==> src/rtl/console_pkg.sv <==
`timescale 1ns/1ps
package console_pkg;

  typedef enum logic [2:0] {
    MODE_HALT = 3'd0,
    MODE_PROG = 3'd1,
    MODE_RUN  = 3'd2,
    MODE_SLOW = 3'd3,
    MODE_STEP = 3'd4
  } panelMode_e;

  // Strobes from the sequencer to the datapath, one cycle each.
  typedef struct packed {
    logic loadDefault;
    logic loadEntry;
    logic stepUp;
    logic stepDown;
    logic captureWrite;
    logic latchRead;
  } dpStrobe_t;

  // Button indices in the edge-detect vector.
  localparam int unsigned BTN_COUNT = 4;
  localparam int unsigned BTN_LOAD  = 3;
  localparam int unsigned BTN_DEP   = 2;
  localparam int unsigned BTN_NEXT  = 1;
  localparam int unsigned BTN_PREV  = 0;

endpackage

==> src/rtl/console_ctrl.sv <==
`timescale 1ns/1ps
module console_ctrl
  import console_pkg::*;
(
  input  logic                 clk,
  input  logic                 rstN,
  input  logic [2:0]           mode,
  input  logic [BTN_COUNT-1:0] btnLevel,
  input  logic                 memReady,
  output dpStrobe_t            strobe,
  output logic                 memReq,
  output logic                 memWe
);

  typedef enum logic [1:0] {ST_IDLE, ST_READ, ST_WRITE} seqState_e;

  seqState_e            state, nextState;
  panelMode_e           modeNow;
  logic                 wasProg;
  logic                 enterPend;
  logic [BTN_COUNT-1:0] btnQ;
  logic [BTN_COUNT-1:0] btnEdge;
  logic                 inProg;
  logic                 entryWanted;
  logic                 entryTaken;

  assign modeNow     = panelMode_e'(mode);
  assign inProg      = (modeNow == MODE_PROG);
  assign entryWanted = inProg && (enterPend || !wasProg);

  // One rising-edge detector per button.
  for (genvar b = 0; b < BTN_COUNT; b++) begin : gEdge
    always_ff @(posedge clk) begin
      if (!rstN) btnQ[b] <= 1'b0;
      else       btnQ[b] <= btnLevel[b];
    end
    assign btnEdge[b] = btnLevel[b] & ~btnQ[b];
  end

  always_comb begin
    strobe     = '0;
    nextState  = state;
    memReq     = 1'b0;
    memWe      = 1'b0;
    entryTaken = 1'b0;
    unique case (state)
      ST_IDLE: begin
        if (entryWanted) begin
          strobe.loadDefault = 1'b1;
          entryTaken         = 1'b1;
          nextState          = ST_READ;
        end else if (inProg) begin
          if (btnEdge[BTN_LOAD]) begin
            strobe.loadEntry = 1'b1;
            nextState        = ST_READ;
          end else if (btnEdge[BTN_DEP]) begin
            strobe.captureWrite = 1'b1;
            nextState           = ST_WRITE;
          end else if (btnEdge[BTN_NEXT]) begin
            strobe.stepUp = 1'b1;
            nextState     = ST_READ;
          end else if (btnEdge[BTN_PREV]) begin
            strobe.stepDown = 1'b1;
            nextState       = ST_READ;
          end
        end
      end
      ST_READ: begin
        memReq = 1'b1;
        if (memReady) begin
          strobe.latchRead = 1'b1;
          nextState        = ST_IDLE;
        end
      end
      ST_WRITE: begin
        memReq = 1'b1;
        memWe  = 1'b1;
        if (memReady) begin
          strobe.stepUp = 1'b1;
          nextState     = ST_READ;
        end
      end
      default: nextState = ST_IDLE;
    endcase
  end

  always_ff @(posedge clk) begin
    if (!rstN) begin
      state     <= ST_IDLE;
      wasProg   <= 1'b0;
      enterPend <= 1'b0;
    end else begin
      state   <= nextState;
      wasProg <= inProg;
      if (!inProg || entryTaken) enterPend <= 1'b0;
      else if (entryWanted)      enterPend <= 1'b1;
    end
  end

  // an access only ever starts from a programming-mode event.
  assert_prog_only_R9: assert property (@(posedge clk) disable iff (!rstN)
    $rose(memReq) |-> ($past(mode) == MODE_PROG));

  // a completed write is followed at once by a read.
  assert_write_then_read_R6: assert property (@(posedge clk) disable iff (!rstN)
    (memReq && memWe && memReady) |=> (memReq && !memWe));

endmodule

==> src/rtl/console_dp.sv <==
`timescale 1ns/1ps
module console_dp
  import console_pkg::*;
#(
  parameter int unsigned ADDR_W = 16,
  parameter int unsigned DATA_W = 16
)(
  input  logic              clk,
  input  logic              rstN,
  input  dpStrobe_t         strobe,
  input  logic [ADDR_W-1:0] defaultAddr,
  input  logic [ADDR_W-1:0] entryAddr,
  input  logic [DATA_W-1:0] entryData,
  input  logic [DATA_W-1:0] memRdata,
  input  logic              memReady,
  output logic [ADDR_W-1:0] addrReg,
  output logic [DATA_W-1:0] dataReg,
  output logic [DATA_W-1:0] wdataReg
);

  localparam logic [ADDR_W-1:0] ADDR_ONE = {{(ADDR_W-1){1'b0}}, 1'b1};

  always_ff @(posedge clk) begin
    if (!rstN) begin
      addrReg <= '0;
    end else if (strobe.loadDefault) begin
      addrReg <= defaultAddr;
    end else if (strobe.loadEntry) begin
      addrReg <= entryAddr;
    end else if (strobe.stepUp) begin
      addrReg <= addrReg + ADDR_ONE;
    end else if (strobe.stepDown) begin
      addrReg <= addrReg - ADDR_ONE;
    end
  end

  always_ff @(posedge clk) begin
    if (!rstN) begin
      wdataReg <= '0;
      dataReg  <= '0;
    end else begin
      if (strobe.captureWrite) wdataReg <= entryData;
      if (strobe.latchRead)    dataReg  <= memRdata;
    end
  end

  // displayed data only changes on a cycle where memory reported ready.
  assert_latch_on_ready_R7: assert property (@(posedge clk) disable iff (!rstN)
    !$stable(dataReg) |-> $past(memReady));

endmodule

==> src/rtl/console_launch.sv <==
`timescale 1ns/1ps
module console_launch
  import console_pkg::*;
#(
  parameter int unsigned ADDR_W = 16,
  parameter int unsigned DATA_W = 16
)(
  input  logic              clk,
  input  logic              rstN,
  input  logic [2:0]        mode,
  input  logic              runReq,
  input  logic [ADDR_W-1:0] pcIn,
  input  logic [ADDR_W-1:0] addrReg,
  input  logic [DATA_W-1:0] entrySw,
  input  logic              holdData,
  input  logic              holdAddr,
  output logic              startValid,
  output logic [ADDR_W-1:0] startAddr,
  output logic              dataBusEn,
  output logic [DATA_W-1:0] dataBusVal,
  output logic              addrBusEn,
  output logic [ADDR_W-1:0] addrBusVal
);

  panelMode_e modeNow;
  logic       isHalt;
  logic       isProg;

  assign modeNow = panelMode_e'(mode);
  assign isHalt  = (modeNow == MODE_HALT);
  assign isProg  = (modeNow == MODE_PROG);

  always_ff @(posedge clk) begin
    if (!rstN) begin
      startValid <= 1'b0;
      startAddr  <= '0;
    end else begin
      startValid <= runReq && (isProg || isHalt);
      if (runReq && isProg)      startAddr <= addrReg;
      else if (runReq && isHalt) startAddr <= pcIn;
    end
  end

  // Halt-mode pass-through: live switches, nothing stored.
  assign dataBusEn  = isHalt && holdData;
  assign addrBusEn  = isHalt && holdAddr;
  assign dataBusVal = entrySw;
  assign addrBusVal = entrySw[ADDR_W-1:0];

  // a start pulse is always the answer to a request one cycle earlier.
  assert_start_after_req_R11: assert property (@(posedge clk) disable iff (!rstN)
    startValid |-> $past(runReq));

endmodule

==> src/rtl/console_memctl.sv <==
`timescale 1ns/1ps
module console_memctl
  import console_pkg::*;
#(
  parameter int unsigned ADDR_W = 16,
  parameter int unsigned DATA_W = 16
)(
  input  logic              clk,
  input  logic              rstN,
  input  logic [2:0]        mode,
  input  logic [ADDR_W-1:0] defaultAddr,
  input  logic [DATA_W-1:0] entrySw,
  input  logic              btnNext,
  input  logic              btnPrev,
  input  logic              btnLoad,
  input  logic              btnDeposit,
  input  logic              runReq,
  input  logic [ADDR_W-1:0] pcIn,
  output logic              memReq,
  output logic              memWe,
  output logic [ADDR_W-1:0] memAddr,
  output logic [DATA_W-1:0] memWdata,
  input  logic [DATA_W-1:0] memRdata,
  input  logic              memReady,
  output logic [ADDR_W-1:0] dispAddr,
  output logic [DATA_W-1:0] dispData,
  output logic              dataBusEn,
  output logic [DATA_W-1:0] dataBusVal,
  output logic              addrBusEn,
  output logic [ADDR_W-1:0] addrBusVal,
  output logic              startValid,
  output logic [ADDR_W-1:0] startAddr
);

  dpStrobe_t            strobe;
  logic [BTN_COUNT-1:0] btnLevel;
  logic [ADDR_W-1:0]    addrReg;
  logic [DATA_W-1:0]    dataReg;
  logic [DATA_W-1:0]    wdataReg;

  assign btnLevel = {btnLoad, btnDeposit, btnNext, btnPrev};

  console_ctrl uCtrl (
    .clk      (clk),
    .rstN     (rstN),
    .mode     (mode),
    .btnLevel (btnLevel),
    .memReady (memReady),
    .strobe   (strobe),
    .memReq   (memReq),
    .memWe    (memWe)
  );

  console_dp #(.ADDR_W(ADDR_W), .DATA_W(DATA_W)) uDp (
    .clk         (clk),
    .rstN        (rstN),
    .strobe      (strobe),
    .defaultAddr (defaultAddr),
    .entryAddr   (entrySw[ADDR_W-1:0]),
    .entryData   (entrySw),
    .memRdata    (memRdata),
    .memReady    (memReady),
    .addrReg     (addrReg),
    .dataReg     (dataReg),
    .wdataReg    (wdataReg)
  );

  console_launch #(.ADDR_W(ADDR_W), .DATA_W(DATA_W)) uLaunch (
    .clk        (clk),
    .rstN       (rstN),
    .mode       (mode),
    .runReq     (runReq),
    .pcIn       (pcIn),
    .addrReg    (addrReg),
    .entrySw    (entrySw),
    .holdData   (btnDeposit),
    .holdAddr   (btnLoad),
    .startValid (startValid),
    .startAddr  (startAddr),
    .dataBusEn  (dataBusEn),
    .dataBusVal (dataBusVal),
    .addrBusEn  (addrBusEn),
    .addrBusVal (addrBusVal)
  );

  assign memAddr  = addrReg;
  assign memWdata = wdataReg;
  assign dispAddr = addrReg;
  assign dispData = dataReg;

  // an outstanding access keeps its request, direction and operands.
  assert_req_stable_R7: assert property (@(posedge clk) disable iff (!rstN)
    (memReq && !memReady) |=> (memReq && $stable(memAddr) && $stable(memWe) && $stable(memWdata)));

endmodule

==> config.mk <==
export PLATFORM = sky130hd
export DESIGN_NAME = console_memctl
export DESIGN_NICKNAME = d
export VERILOG_FILES = /design/src/rtl/console_pkg.sv /design/src/rtl/console_ctrl.sv /design/src/rtl/console_dp.sv /design/src/rtl/console_launch.sv /design/src/rtl/console_memctl.sv
export SDC_FILE = /design/constraint.sdc
export NUM_CORES = 1
export LEC_CHECK = 0
export BUFFER_PORTS_ARGS = -buffer_cell sky130_fd_sc_hd__buf_2
export CORE_MARGIN = 5
export CORE_UTILIZATION = 48
export CTS_BUF_LIST = sky130_fd_sc_hd__clkbuf_16
export DETAILED_ROUTE_END_ITERATION = 12
export GPL_TIMING_DRIVEN = 0
export PLACE_DENSITY = 0.81
export SYNTH_ARGS = -nofsm -noshare
export SYNTH_HDL_FRONTEND = slang
export SYNTH_SLANG_ARGS = --single-unit
==> constraint.sdc <==
create_clock -name clk -period 3.6 [get_ports clk]
set_input_delay 0.18 -clock clk [delete_from_list [all_inputs] [get_ports clk]]
set_output_delay 0.18 -clock clk [all_outputs]
set_load 0.01 [all_outputs]
==> impl_metrics.json <==
{
  "r2r_start": "uCtrl.state[0]$_SDFFE_PN0P_",
  "ys.flop_type": "dfxtp_1",
  "worstHoldStart": "btnNext",
  "vdd_drop_max_v": 0.000272,
  "grt_usage": 0.237,
  "dp_cells": 814,
  "dieArea_um2": 10800,
  "swShare": 0.330,
  "area_growth_syn_to_layout_pct": 32.4,
  "holdCritPathClass": "input pin to flip-flop",
  "die_h_um": 104,
  "grt_pass1_vias": 4450,
  "insertedDiodeCount": 0,
  "crit_path_end_kind": "flip-flop",
  "yosys_register_bits": 73,
  "numPortBuffers": 189,
  "grt_max_degree": 13,
  "wl_per_cell_um": 16.2,
  "drt-total-wl_um": 13500,
  "worstMarginPinSlew_ps": 718,
  "core_um2": 8680,
  "critPathMaxFanout": 6,
  "whs_ps": 62.9,
  "grt_setup_unrepaired": "no",
  "cts_hold_buf": 0,
  "via_per_inst": 5.35,
  "drv_slew": 0,
  "p_seq_frac": 0.361,
  "period_needed_ps": 3370,
  "vias": 4455,
  "worstHoldPathCells": 2,
  "status": "complete, no violations",
  "synthCells": 517,
  "grt_overflow": 0,
  "crit_path_max_incr_delay_ps": 330,
  "slew_headroom": 0.521,
  "p_leak_nw": 2.89,
  "power_frac_clock": 0.318,
  "grt_pass1_wl_um": 21400,
  "r2r_cells": 14,
  "pwr-share-comb": 0.321,
  "synthArstFlopShare": 0,
  "power.density_nw_per_um2": 447,
  "p_switching_uw": 830,
  "drtAntennaViolNets": 0,
  "skew_ps": 6.08,
  "crit_type": "flip-flop to flip-flop",
  "drt_iter0_drc": 220,
  "ys_seq_area_frac": 0.344,
  "finalSetupViolCount": 0,
  "drtPass1Iterations": 4,
  "initial_core_util": 0.490,
  "clkTransAtPathRegs_ps": 60,
  "grt_antenna_before_repair": 0,
  "fin_nets": 814,
  "r2r-end": "uDp.addrReg[13]$_SDFFE_PN0P_",
  "netlist.top_cell.by_area": "dfxtp_1",
  "die_w_um": 104,
  "drcViolationCount": 0,
  "hold_viol_final": 0,
  "clockBufferDepth": 2,
  "cpMaxStageDelayCell": "ha_1",
  "gp_congestion": 0.888,
  "rrSetupSlack_ps": 230,
  "drive_gt1_frac": 0.378,
  "numCtsBuffers": 9,
  "ys_warn_count": 0,
  "cts-root-buf": "clkbuf_16",
  "cts-htree-levels": 3,
  "maxCapViolCount": 0,
  "synth_top_area_share": 0.344,
  "insertion_delay_ps": 330,
  "fin_cells": 832,
  "synth_area_leaders": "dfxtp_1 34%, nand2_1 9.6%, buf_4 8.5%, ha_1 5.6%, a21oi_1 5.5%",
  "cts_tree": "built",
  "holdPathEnd": "uCtrl.btnQ[1]$_SDFF_PN0_",
  "required_ps": 3800,
  "synth_edf_count": 0,
  "synth_cell_types": 61,
  "path_common_cell": "ha_1",
  "clock.fmax_mhz": 296,
  "crit_chain": "inv_1 -> ha_1 -> nand3_2 -> o21ai_4 -> clkinvlp_4 -> buf_4 -> ha_1 -> a21o_1 -> a211o_1 -> o22ai_2 -> o21ai_0 -> a41oi_1 -> xor2_1 -> a211oi_2",
  "io_pins": 192,
  "intPower_mw": 1.69,
  "startpoint_type": "flip-flop",
  "num_rows": 34,
  "crit_arrival_ps": 3570,
  "syn_avg_cell_area_um2": 8.22,
  "synth_fp_nets": 612,
  "period_share": 0.937,
  "dp_hpwl_um": 10500,
  "synth_area_um2": 4250,
  "cts_sinks": 73
}
worst max-delay path: cells and delay by family, from the launching register on:
kind            cells  cell delay (ps)
compound gates      7             1460
xor+xnor            1              210
fa+ha+maj           2              640
buf+inv             3              440
flops               1              310
simple gates        1              190
Yosys cell counts, types with 3 or more instances:
library cell / count
a211oi_1: 11
a211oi_2: 3
a21boi_0: 6
a21o_1: 5
a21oi_1: 47
a31oi_1: 4
and2_1: 11
buf_4: 48
clkbuf_1: 19
dfxtp_1: 73
ha_1: 19
inv_1: 7
mux2i_1: 18
nand2_1: 109
nand2b_1: 6
nand3_1: 4
nor2_1: 26
nor2b_1: 5
nor3_1: 5
o211a_1: 13
o21ai_0: 11
o221ai_1: 9
xnor2_1: 4
xor2_1: 6
metrics by stage:
stage	instance area (um^2)	setup slack (ps)	total power, mW	setup TNS (ps)	utilization
after floorplan	4250	624	1.47	0	-
after global placement	5330	53.1	1.70	0	0.614
after detailed placement	5330	-11.2	1.72	-21.9	0.614
after CTS	5610	146	2.52	0	0.647
after global routing	5630	24.2	2.65	0	0.648
final	5630	226	2.52	0	0.648
state kept, by name, summed over array words and instances (netlist names):
register            cells
uCtrl.btnQ              4
uCtrl.enterPend         1
uCtrl.state             2
uCtrl.wasProg           1
uDp.addrReg            16
uDp.dataReg            16
uDp.wdataReg           16
uLaunch.startAddr      16
uLaunch.startValid      1
cells in the final DEF, fill, tap and decap left out, types with 2 or more instances in the layout:
cell,instances
a211oi_1,11
a211oi_2,3
a21boi_0,6
a21o_1,5
a21oi_1,47
a31oi_1,4
and2_1,11
buf_1,2
buf_2,191
buf_4,50
buf_6,2
clkbuf_1,19
clkbuf_16,9
clkinv_2,4
clkinvlp_4,3
dfxtp_1,73
ha_1,19
inv_1,7
mux2i_1,18
nand2_1,109
nand2b_1,6
nand3_1,4
nand4_1,2
nor2_1,26
nor2b_1,5
nor3_1,5
nor3_2,2
o211a_1,13
o21a_1,2
o21ai_0,10
o21ai_1,2
o21bai_1,2
o221ai_1,9
o22ai_1,2
o311ai_0,2
or3_1,2
xnor2_1,4
xor2_1,6
layer usage:
layer,track usage,share of wire,vias up,wire length [um]
met4,0.0953,0.032,0,430
met5,0,0,-,0
met1,0.266,0.39,2070,5290
li1,-,-,2170,-
met2,0.419,0.49,179,6630
met3,0.0677,0.083,36,1120
timing repair:
action	in CTS	in global routing
setup endpoints to repair	2	4
pin swaps	0	0
buffers inserted	2	0
gates resized for setup	1	3
power groups by stage:
stage          clock, mW  sequential, mW  combinational [mW]
2_1_floorplan          0           0.930               0.539
3_3_place_gp           0           0.922               0.775
3_5_place_dp           0           0.926               0.790
4_1_cts            0.811           0.908               0.799
5_1_grt            0.839           0.914               0.895
6_report           0.801           0.909               0.808
logic make-up (layout without fill, tap and decap cells):
family                     count (synthesis)  count (layout)  synth area share
and+or+nand+nor                          184             184             0.198
AOI/OAI and AO/OA                        132             132             0.217
buffers and inverters                     80             287             0.117
DFF                                       73              73             0.344
adders and majority gates                 20              20            0.0606
muxes                                     18              18            0.0424
xor gates and xnor gates                  10              10            0.0206
area by class of cell:
class                           count  area [um^2]
Fill cell                         762         3050
Buffer                             73          472
Clock buffer                        9          225
Sequential cell                    73         1460
Clock inverter                      7         38.8
Multi-Input combinational cell    364         2300
Tap cell                          108          135
Timing Repair Buffer              191          961
Inverter                            7         30.0
worst max path at each step:
stage                                     start                           end  slack, ps  cells after the start
finish              uCtrl.state[0]$_SDFFE_PN0P_  uDp.addrReg[13]$_SDFFE_PN0P_        230                     14
global route        uCtrl.state[1]$_SDFFE_PN0P_  uDp.addrReg[11]$_SDFFE_PN0P_         20                     14
CTS                 uCtrl.state[0]$_SDFFE_PN0P_  uDp.addrReg[14]$_SDFFE_PN0P_        150                     13
detailed placement  uCtrl.state[0]$_SDFFE_PN0P_  uDp.addrReg[14]$_SDFFE_PN0P_        -10                     13
global placement    uCtrl.state[0]$_SDFFE_PN0P_  uDp.addrReg[12]$_SDFFE_PN0P_         50                     13
floorplan           uCtrl.state[0]$_SDFFE_PN0P_  uDp.addrReg[14]$_SDFFE_PN0P_        620                     13
(Power assumes the default switching activity.)
